$ cat config.mk
export PLATFORM = sky130hd
export DESIGN_NAME = dma_regbank
export DESIGN_NICKNAME = d
export VERILOG_FILES = /design/src/rtl/dma_regbank_pkg.sv /design/src/rtl/dma_busdec.sv /design/src/rtl/dma_chan.sv /design/src/rtl/dma_regbank.sv
export SDC_FILE = /design/constraint.sdc
export NUM_CORES = 1
export LEC_CHECK = 0
export ABC_AREA = 1
export CELL_PAD_IN_SITES_DETAIL_PLACEMENT = 2
export CELL_PAD_IN_SITES_GLOBAL_PLACEMENT = 2
export CORE_MARGIN = 2
export CORE_UTILIZATION = 35
export CTS_CLUSTER_DIAMETER = 60
export DETAILED_ROUTE_END_ITERATION = 16
export DONT_BUFFER_PORTS = 1
export GPL_TIMING_DRIVEN = 1
export PLACE_DENSITY = 0.78
export SLEW_MARGIN = 20
export SYNTH_ARGS = -nofsm -noshare
export SYNTH_HDL_FRONTEND = slang
export SYNTH_SLANG_ARGS = --single-unit
$ cat constraint.sdc
create_clock -name clk -period 2.9 [get_ports clk]
set_clock_uncertainty 0.2 [all_clocks]
set_input_delay 0.29 -clock clk [delete_from_list [all_inputs] [get_ports clk]]
set_output_delay 0.29 -clock clk [all_outputs]
set_load 0.05 [all_outputs]
$ cat src/rtl/dma_regbank_pkg.sv
package dma_regbank_pkg;
  localparam int BYTE_W = 8;
  localparam int WORD_W = 2 * BYTE_W;
  typedef logic [WORD_W-1:0] word_t;
  typedef logic [BYTE_W-1:0] byte_t;

  // insert a byte into the low or high half of a word
  function automatic word_t put_byte(input word_t v, input logic hi, input byte_t b);
    word_t r;
    r = v;
    if (hi) r[WORD_W-1:BYTE_W] = b;
    else    r[BYTE_W-1:0]      = b;
    return r;
  endfunction

  function automatic byte_t get_byte(input word_t v, input logic hi);
    return hi ? v[WORD_W-1:BYTE_W] : v[BYTE_W-1:0];
  endfunction

  function automatic word_t addr_next(input word_t a, input logic down, input logic hold);
    if (hold) return a;
    return down ? a - word_t'(1) : a + word_t'(1);
  endfunction

  // stored mode bit positions (written data bits minus two)
  localparam int M_AUTO = 2;
  localparam int M_DOWN = 3;
endpackage

$ cat src/rtl/dma_busdec.sv
module dma_busdec #(
  parameter int AW = 4,
  localparam int NREG = 1 << AW
) (
  input  logic            clk,
  input  logic            rst,
  input  logic            cs_n,
  input  logic            rd_n,
  input  logic            wr_n,
  input  logic [AW-1:0]   addr,
  output logic [NREG-1:0] wr_hit,
  output logic [NREG-1:0] rd_hit
);
  logic wr_lvl, rd_lvl, wr_prev, rd_prev, wr_fire, rd_fire;

  assign wr_lvl  = !cs_n && !wr_n;
  assign rd_lvl  = !cs_n && !rd_n && wr_n;
  assign wr_fire = wr_lvl && !wr_prev;
  assign rd_fire = rd_lvl && !rd_prev;

  always_ff @(posedge clk) begin
    if (rst) begin
      wr_prev <= 1'b0;
      rd_prev <= 1'b0;
    end else begin
      wr_prev <= wr_lvl;
      rd_prev <= rd_lvl;
    end
  end

  for (genvar i = 0; i < NREG; i++) begin : g_hit
    assign wr_hit[i] = wr_fire && (addr == AW'(i));
    assign rd_hit[i] = rd_fire && (addr == AW'(i));
  end

  a_r4_one_write: assert property (@(posedge clk) disable iff (rst)
    wr_fire |=> !wr_fire);
  a_r4_one_read: assert property (@(posedge clk) disable iff (rst)
    rd_fire |=> !rd_fire);
  a_r4_onehot: assert property (@(posedge clk) disable iff (rst)
    $onehot0({wr_hit, rd_hit}));
endmodule

$ cat src/rtl/dma_chan.sv
module dma_chan
  import dma_regbank_pkg::*;
(
  input  logic  clk,
  input  logic  rst,
  input  logic  we_addr,
  input  logic  we_cnt,
  input  logic  bp_hi,
  input  byte_t wbyte,
  input  logic  step,
  input  logic  abort,
  input  logic  autoinit,
  input  logic  down,
  input  logic  hold,
  output word_t cur_addr,
  output word_t cur_cnt,
  output logic  tc_now
);
  word_t base_addr, base_cnt;
  logic  reload;

  assign tc_now = step && (cur_cnt == '0);
  assign reload = autoinit && (tc_now || abort);

  always_ff @(posedge clk) begin
    if (rst) begin
      base_addr <= '0;
      cur_addr  <= '0;
    end else if (we_addr) begin
      base_addr <= put_byte(base_addr, bp_hi, wbyte);
      cur_addr  <= put_byte(cur_addr, bp_hi, wbyte);
    end else if (reload) begin
      cur_addr <= base_addr;
    end else if (step) begin
      cur_addr <= addr_next(cur_addr, down, hold);
    end
  end

  always_ff @(posedge clk) begin
    if (rst) begin
      base_cnt <= '0;
      cur_cnt  <= '0;
    end else if (we_cnt) begin
      base_cnt <= put_byte(base_cnt, bp_hi, wbyte);
      cur_cnt  <= put_byte(cur_cnt, bp_hi, wbyte);
    end else if (reload) begin
      cur_cnt <= base_cnt;
    end else if (step) begin
      cur_cnt <= cur_cnt - word_t'(1);
    end
  end

  a_r8_addr_up: assert property (@(posedge clk) disable iff (rst)
    (step && !we_addr && !reload && !down && !hold) |=> cur_addr == $past(cur_addr) + word_t'(1));
  a_r8_addr_held: assert property (@(posedge clk) disable iff (rst)
    (step && !we_addr && !reload && hold) |=> $stable(cur_addr));
  a_r9_wrap: assert property (@(posedge clk) disable iff (rst)
    (tc_now && !autoinit && !we_cnt) |=> cur_cnt == '1);
  a_r10_reload: assert property (@(posedge clk) disable iff (rst)
    (reload && !we_addr) |=> cur_addr == $past(base_addr));
endmodule

$ cat src/rtl/dma_regbank.sv
module dma_regbank
  import dma_regbank_pkg::*;
#(
  parameter int NCH = 4,
  parameter int AW  = 4,
  localparam int CW   = $clog2(NCH),
  localparam int NREG = 1 << AW
) (
  input  logic                 clk,
  input  logic                 rst,
  input  logic                 cs_n,
  input  logic                 rd_n,
  input  logic                 wr_n,
  input  logic [AW-1:0]        addr,
  input  logic [BYTE_W-1:0]    wdata,
  output logic [BYTE_W-1:0]    rdata,
  input  logic [NCH-1:0]       req_lvl,
  input  logic [CW-1:0]        xfer_ch,
  input  logic                 xfer_step,
  input  logic                 xfer_abort,
  input  logic                 tmp_we,
  input  logic [BYTE_W-1:0]    tmp_din,
  output logic [WORD_W-1:0]    xfer_addr,
  output logic [WORD_W-1:0]    xfer_cnt,
  output logic [BYTE_W-3:0]    xfer_mode,
  output logic                 tc_pulse,
  output logic [BYTE_W-1:0]    cmd_q,
  output logic [NCH-1:0]       mask_q,
  output logic [NCH-1:0]       swreq_q
);
  // register indexes whose behaviour is fixed by the host map
  localparam int IX_STAT = 8, IX_REQ = 9, IX_MBIT = 10, IX_MODE = 11;
  localparam int IX_PTR = 12, IX_TMP = 13, IX_MCLR = 14, IX_MASK = 15;

  logic [NREG-1:0] wr_hit, rd_hit;
  logic            bp, mclr, wipe, chan_touch;
  logic [CW-1:0]   mode_ptr;
  logic [NCH-1:0]  tc_q, tc_raw, tc_set;
  byte_t           tmp_q;
  logic [BYTE_W-3:0] mode_q [NCH];
  word_t           ca [NCH];
  word_t           cc [NCH];
  logic [CW-1:0]   wsel;

  dma_busdec #(.AW(AW)) u_dec (
    .clk(clk), .rst(rst), .cs_n(cs_n), .rd_n(rd_n), .wr_n(wr_n),
    .addr(addr), .wr_hit(wr_hit), .rd_hit(rd_hit)
  );

  assign mclr       = wr_hit[IX_TMP];
  assign wipe       = rst || mclr;
  assign chan_touch = |wr_hit[2*NCH-1:0] || |rd_hit[2*NCH-1:0];
  assign wsel       = wdata[CW-1:0];

  for (genvar g = 0; g < NCH; g++) begin : g_ch
    logic sel, hold;
    assign sel  = (xfer_ch == CW'(g));
    assign hold = (g == 0) && cmd_q[0] && cmd_q[1];
    dma_chan u_ch (
      .clk(clk), .rst(rst),
      .we_addr(wr_hit[2*g]), .we_cnt(wr_hit[2*g+1]),
      .bp_hi(bp), .wbyte(wdata),
      .step(xfer_step && sel), .abort(xfer_abort && sel),
      .autoinit(mode_q[g][M_AUTO]), .down(mode_q[g][M_DOWN]), .hold(hold),
      .cur_addr(ca[g]), .cur_cnt(cc[g]), .tc_now(tc_raw[g])
    );
  end

  // a memory-to-memory pair reports completion on channel 1 only
  always_comb begin
    tc_set = tc_raw;
    for (int c = 0; c < NCH; c++)
      if (xfer_abort && xfer_ch == CW'(c)) tc_set[c] = 1'b1;
    if (cmd_q[0]) begin
      tc_set[1] = tc_set[0] || tc_set[1];
      tc_set[0] = 1'b0;
    end
  end

  always_ff @(posedge clk) begin
    if (wipe) begin
      cmd_q    <= '0;
      swreq_q  <= '0;
      mask_q   <= '1;
      tc_q     <= '0;
      tmp_q    <= '0;
      bp       <= 1'b0;
      mode_ptr <= '0;
    end else begin
      if (wr_hit[IX_STAT]) cmd_q <= wdata;
      if (wr_hit[IX_REQ])  swreq_q[wsel] <= wdata[2];
      if (wr_hit[IX_MBIT]) mask_q[wsel] <= wdata[2];
      if (wr_hit[IX_MCLR]) mask_q <= '0;
      if (wr_hit[IX_MASK]) mask_q <= wdata[NCH-1:0];
      tc_q <= (rd_hit[IX_STAT] ? '0 : tc_q) | tc_set;
      if (tmp_we) tmp_q <= tmp_din;
      if (wr_hit[IX_PTR])      bp <= 1'b0;
      else if (rd_hit[IX_PTR]) bp <= 1'b1;
      else if (chan_touch)     bp <= !bp;
      if (rd_hit[IX_MCLR])      mode_ptr <= '0;
      else if (rd_hit[IX_MODE]) mode_ptr <= mode_ptr + CW'(1);
    end
  end

  always_ff @(posedge clk) begin
    if (rst) begin
      for (int c = 0; c < NCH; c++) mode_q[c] <= '0;
    end else if (wr_hit[IX_MODE]) begin
      mode_q[wsel] <= wdata[BYTE_W-1:2];
    end
  end

  always_comb begin
    rdata = '0;
    if (addr < AW'(2*NCH)) begin
      rdata = get_byte(addr[0] ? cc[addr[CW:1]] : ca[addr[CW:1]], bp);
    end else begin
      case (int'(addr))
        IX_STAT: rdata = {req_lvl, tc_q};
        IX_REQ:  rdata = {{(BYTE_W-NCH){1'b1}}, swreq_q};
        IX_MBIT: rdata = cmd_q;
        IX_MODE: rdata = {mode_q[mode_ptr], 2'b11};
        IX_TMP:  rdata = tmp_q;
        IX_MASK: rdata = {{(BYTE_W-NCH){1'b1}}, mask_q};
        default: rdata = '0;
      endcase
    end
  end

  assign xfer_addr = ca[xfer_ch];
  assign xfer_cnt  = cc[xfer_ch];
  assign xfer_mode = mode_q[xfer_ch];
  assign tc_pulse  = |tc_raw;

  a_r1_clear_mask: assert property (@(posedge clk) disable iff (rst)
    mclr |=> (mask_q == '1 && cmd_q == '0 && !bp));
  a_r2_ptr_toggle: assert property (@(posedge clk) disable iff (rst)
    (chan_touch && !mclr) |=> bp != $past(bp));
  a_r7_status_clear: assert property (@(posedge clk) disable iff (rst)
    (rd_hit[IX_STAT] && tc_set == '0) |=> tc_q == '0);
  a_r11_ch0_silent: assert property (@(posedge clk) disable iff (rst)
    (cmd_q[0] && !wr_hit[IX_STAT] && !mclr && $past(tc_q[0]) == 1'b0) |=> !tc_q[0]);
endmodule

==> run metrics, run 1 <==
PD cells=541.3 nW/µm²; critical path type=flip-flop to primary output; Die W=approximately 250 µm; Pre-antenna DRT Iters=6; worst skew pair latency=approximately 0.6 ns; Mean Syn Cell Area=just over 6 µm²; Root Buffer=clkbuf_16; Overall Power=13.75 mW; Vias=around 26000; Worst Path Required=roughly 2.4 ns; clk buf depth=3; Routed WL per cell=about 27 µm; post-synthesis mux area share=0%; Hold Fails Final Rpt=0; Worst setup EP type=primary output; CTS tree=done; Netlist cell types=44; largest family of logic cells by synthesized area=simple AND/OR/NAND/NOR gates; synthesis-to-finish area growth=17.38%; synthesis-stage register bit count=around 320; Critical Path Start Type=flip-flop; gr ovfl total=0; worst setup margin=-0.05403 ns; final count of pins violating max slew=0; ys flop type=dfxtp_1; top cells by area, synth=dfxtp_1 27%, nand2_1 13%, o21ai_0 11%; Top Ports=97; most instantiated library cell after synthesis=nand2_1; adder-cell share of the synthesized area=4.071%; Slew headroom=approximately two fifths; dpl hpwl=~78000 µm; vias per cell=between 6 and 7; RePlAce Congestion=approximately 0.94; fin area=25400 µm²; post-synth top area cell=dfxtp_1; total CTS buffers=43; CP Data Arrival Time=between 2 and 2.5 ns; Core Area=approximately 61000 µm²; initial antenna violation count=2; DRC viols=0; period utilization=101.9%; die area=between 60000 and 70000 µm²; first-pass GRT wire length=~180000 µm; Post-Synth XOR/XNOR Area=2.024%; failing checks=setup timing; Worst IR Drop VDD=between 0.4 and 0.5 mV; Post-DP Area=around 23000 µm²; Synth Instances=~3500; post-route ant nets=0; Sink Count=roughly 320; Yosys top cell area share=~27%; H-tree depth=2; YS warnings=0; post-synthesis sequential area ratio=30.25%; fin cells=roughly 4400; Syn Std Cell Area=about 22000 µm²; share of cells above drive strength 1=just under 9%; largest net degree at the start of global routing=97; num rows=91; syn_nets=around 3600; maxcap violations=0; final count of negative-setup-slack endpoints=3; Max Fanout on Critical Path=3; simple-gate portion of the synthesized area=between 20% and 30%; Routed WL=about 120000 µm; synth cell count leaders=731 x nand2_1, 467 x inv_1, 457 x o21ai_0, 401 x nand3_1, 379 x a21oi_1; GRT Overall Usage=a little over a third; clock slew at reported path FFs=about 0.06 ns; Max Clk Rate=0.3385 GHz; worst hold-check path type=primary input to flip-flop; port buffer count=0; nets=approximately 3600; fraction of registers with async set/reset=0%; Chip Height=252.6 µm; status=finished with violations; initial core utilization=about a third; Fill cells=7400; min Tclk post-route=roughly 3.0 ns; number of synthesized flops with an enable pin=24; Slew @ Worst Pin=about 0.9 ns; DRT iter0 DRCs=roughly 2300; Place WS=0.08019 ns; post-synthesis compound-gate area fraction=23.23%; placed insts=around 4200; vias in the first global route=approximately 28000; P_leak=~12 nW
==> kinds of logic (layout without fill, tap and decap cells) <==
group	count (synthesis)	count (layout)
xor+xnor	50	50
compound gates	945	945
buf+inv	670	756
flops	315	315
other cells	0	4
fa+ha+maj	68	68
simple gates	1445	1445
==> area by class of cell <==
type	instances	area, µm²	share of cell area, %
Sequential cell	315	6566	25.85
Timing Repair Buffer	198	1973	7.769
Clock buffer	59	1219	4.798
Multi-Input combinational cell	2508	12580	49.54
Antenna cell	4	10.01	0.03941
Tap cell	790	988.4	3.892
Clock inverter	18	240.2	0.9459
Inverter	481	1818	7.158
==> timing repair <==
action / CTS / global route
hold endpoints to repair: 314 / 0
hold buffers: 42 / 0
setup endpoints to repair: 7 / 52
buffers inserted: 7 / 8
pin swaps: 1 / 6
gates cloned: 0 / 0
resized for setup: 14 / 44
==> critical path, cell delays in order, from the launching register on <==
cell	delay, ns
dfxtp_2	0.38
inv_1	0.08
a21oi_1	0.17
o21ai_0	0.16
o211ai_1	0.33
nand3_1	0.14
nand2_1	0.16
nand2_1	0.14
nand4_1	0.13
buf_6	0.17
==> final timing paths <==
kind         depth (start not counted)  slack (ns)                         to                     start
max                                  9       -0.05                   rdata[1]  g_ch[0].u_ch.cur_addr[9]
min                                  4        0.06   g_ch[0].u_ch.cur_cnt[14]                   addr[2]
max reg2reg                          9        0.04  g_ch[0].u_ch.base_addr[3]             u_dec.wr_prev
min reg2reg                          2        0.26   g_ch[0].u_ch.base_cnt[8]  g_ch[0].u_ch.base_cnt[8]
==> layout by cell type, fill, tap and decap left out, types with 19 or more instances in the layout <==
| master | synthesis | layout |
|---|---|---|
| xnor2_1 | 28 | 28 |
| dlygate4sd3_1 | 0 | 33 |
| nand2_1 | 731 | 725 |
| a21oi_1 | 379 | 376 |
| inv_1 | 467 | 457 |
| buf_4 | 5 | 134 |
| o21ai_1 | 5 | 21 |
| nand3_1 | 401 | 396 |
| clkbuf_16 | 0 | 45 |
| nand4_1 | 21 | 21 |
| dfxtp_1 | 291 | 279 |
| edfxtp_1 | 24 | 24 |
| nor3_1 | 19 | 19 |
| nor2_1 | 228 | 226 |
| o21ai_0 | 457 | 441 |
| o221ai_1 | 19 | 19 |
| ha_1 | 64 | 64 |
| xor2_1 | 22 | 22 |
| a22oi_1 | 40 | 40 |
==> through the flow <==
step / TNS, ns / hold WS, ns / util [%]
2_1_floorplan: 0 / 0.1668 / -
3_3_place_gp: 0 / 0.1651 / 37.67
3_5_place_dp: 0 / 0.1729 / 37.67
4_1_cts: 0 / 0.003443 / 41.11
5_1_grt: -0.2146 / 0.06835 / 41.38
6_report: -0.1300 / 0.05662 / 41.39
==> per-layer routing <==
layer | global-route usage [%] | wire length [µm]
met1 | 43.55 | 47500
met2 | 60.49 | 55810
met3 | 6.323 | 7794
met4 | 18.85 | 6809
met5 | 0 | 0
==> state kept, by name, summed over array words and instances, names as in the netlist, 2 cells and up, named ones only <==
signal	count
g_ch.u_ch.base_addr	64
g_ch.u_ch.base_cnt	64
g_ch.u_ch.cur_addr	64
g_ch.u_ch.cur_cnt	64
mode_q	24
cmd_q	8
tmp_q	8
mask_q	4
swreq_q	4
tc_q	4
mode_ptr	2
==> report_power, final <==
| part | total, mW | internal [mW] | switching [mW] |
|---|---|---|---|
| clock network | 5.75 | 3.40 | 2.35 |
| registers | 4.77 | 4.54 | 0.228 |
| logic | 3.23 | 0.984 | 2.24 |
Note: power is estimated with default switching activity, not from simulation.
==> run 2: changes to the inputs <==
--- a/config.mk
+++ b/config.mk
@@ -14,7 +14,7 @@
 export DETAILED_ROUTE_END_ITERATION = 16
 export DONT_BUFFER_PORTS = 1
 export GPL_TIMING_DRIVEN = 1
-export PLACE_DENSITY = 0.78
+export PLACE_DENSITY_LB_ADDON = 0.15
 export SLEW_MARGIN = 20
 export SYNTH_ARGS = -nofsm -noshare
 export SYNTH_HDL_FRONTEND = slang
==> run 2 against run 1 <==
The run still ends with setup timing left. Maximum frequency about the same. Total power about the same. Final area about the same.
==> run metrics, run 2 (synthesized netlist as in run 1, its figures left out) <==
Vias=26166 (-0.83%); total CTS buffers=43 (unchanged); Core Area=61370 µm² (unchanged); most frequent cells in the layout=727 x nand2_1, 464 x inv_1, 446 x o21ai_0, 401 x nand3_1, 375 x a21oi_1; Slew headroom=44.67% (+4.7 points); share of cells above drive strength 1=8.543% (-0.17 points); Post-DP Area=23220 µm² (+0.44%); failing checks=setup timing; nets=3655 (+0.16%); num rows=91 (unchanged); critical path type=flip-flop to primary output; DRT iter0 DRCs=1942 (-14%); Worst Path Required=2.41 ns (about the same); Place WS=0.2092 ns (+0.1290 ns); worst-path cell chain=inv_1 -> a21oi_1 -> o21ai_1 -> o211ai_1 -> nand3_1 -> nand2_1 -> nand2_1 -> nand4_1 -> buf_12; initial antenna violation count=5 (+3); post-route ant nets=0 (unchanged); most common cell after layout, fill and taps aside=nand2_1; first-pass GRT wire length=177000 µm (+0.77%); worst skew pair latency=0.61 ns (about the same); port buffer count=0 (unchanged); largest net degree at the start of global routing=89 (-8.2%); Critical Path Start Type=flip-flop; Worst setup EP type=primary output; Slew @ Worst Pin=0.8272 ns (-0.07033 ns); CP top delay family=simple AND/OR/NAND/NOR gates; Hold Slack=0.06233 ns (+0.005714 ns); RSZ-0062 raised after global routing=true; CP most frequent cell=nand2_1; fin area=25390 µm² (about the same); Root Buffer=clkbuf_16; Overall Power=13.74 mW (about the same); vias per cell=5.984 (-0.83%); Max Fanout on Critical Path=3 (unchanged); Max Clk Rate=0.3384 GHz (about the same); gr ovfl total=0 (unchanged); Crit-path slowest cell=dfxtp_1; dpl hpwl=77900 µm (about the same); Chip Height=252.6 µm (unchanged); maxcap violations=0 (unchanged); Worst IR Drop VDD=0.7114 mV (+63%); clock slew at reported path FFs=0.07 ns (about the same); CP Data Arrival Time=2.47 ns (about the same); final count of pins violating max slew=0 (unchanged); Top Ports=97 (unchanged); RePlAce Congestion=0.9227 (-2.3%); worst setup margin=-0.05508 ns (-0.001049 ns); synthesis-to-finish area growth=17.34% (about the same); H-tree depth=2 (unchanged); vias in the first global route=28412 (+0.89%); CTS tree=done; worst hold-check path type=primary input to flip-flop; critical path buffer and inverter count=2 (unchanged); Hold Fails Final Rpt=0 (unchanged); min Tclk post-route=2.955 ns (+0.001049 ns); Routed WL=117100 µm (-0.69%); Pre-antenna DRT Iters=8 (+2); DRC viols=0 (unchanged); die area=63830 µm² (unchanged); period utilization=101.9% (about the same); PD cells=541.1 nW/µm² (about the same); initial core utilization=35.26% (unchanged); GRT Overall Usage=36.10% (+0.23 points); Sink Count=315 (unchanged); final count of negative-setup-slack endpoints=2 (-1); clk buf depth=3 (unchanged); status=finished with violations; slowest stage delay, CP=0.38 ns (about the same); Setup TNS=-0.08175 ns (+0.04829 ns); Die W=252.6 µm (unchanged); P_leak=11.53 nW (about the same); Routed WL per cell=26.78 µm (-0.69%)
[run 2: changes by cell type in the layout (fill, tap and decap cells not counted), sizes merged]
cell	delta
clkbuf	-8
buf	+5
clkinv	+4
diode	-3
bufinv	+1
inv	+1
[run 2: final cells by class]
class	count	area, µm²
well taps	790	988.4
repair buffers	203	2007
clock inverters	23	306.5
diodes	1	2.502
inverters	481	1814
flip-flops and latches	315	6560
clock buffers	51	1147
repair inverters	1	5.005
multi-input cells	2508	12560
fillers	7437	35980
[run 2: worst register-to-register path, delay by kind of cell, from the launching register on]
family	cells	cell delay, ns
buffers and inverters	4	1.18
AND/OR/NAND/NOR	4	0.92
flip-flops	1	0.31
AO/OA/AOI/OAI	1	0.21
[run 2: routing by layer]
layer	up-vias	global-route usage [%]	part of all wire [%]
met5	-	0	0.066
met4	8	19.05	6.0
met3	371	6.735	6.3
met2	987	60.28	47
met1	13134	44.05	41
li1	11666	-	-
[run 2: power by group]
group	switching (mW)	total (mW)	internal (mW)
sequential	0.230	4.77	4.54
combinational	2.23	3.22	0.984
clock	2.37	5.75	3.37
[run 2: metrics by stage]
step | cells | utilization [%]
after floorplan | 3493 | -
after global placement | 4248 | 37.84
after detailed placement | 4248 | 37.84
after CTS | 4366 | 41.15
after global routing | 4372 | 41.37
final | 4373 | 41.37
[run 2: repair_timing]
item,CTS,global route
resized for setup,7,29
setup buffers,3,5
hold endpoints to repair,312,0
gates cloned,0,1
setup endpoints to repair,6,12
pin swaps,0,1
hold buffers,41,0
[run 2: worst paths after layout]
kind                                  start                        end  slack [ns]  cells past startpoint
hold reg to reg   g_ch[2].u_ch.base_addr[4]  g_ch[2].u_ch.base_addr[4]        0.25                      2
setup / recovery  g_ch[0].u_ch.cur_addr[12]                   rdata[4]       -0.06                      9
setup reg to reg              u_dec.wr_prev  g_ch[0].u_ch.base_addr[0]        0.05                      9
hold / removal                   xfer_abort                    tc_q[0]        0.06                      4
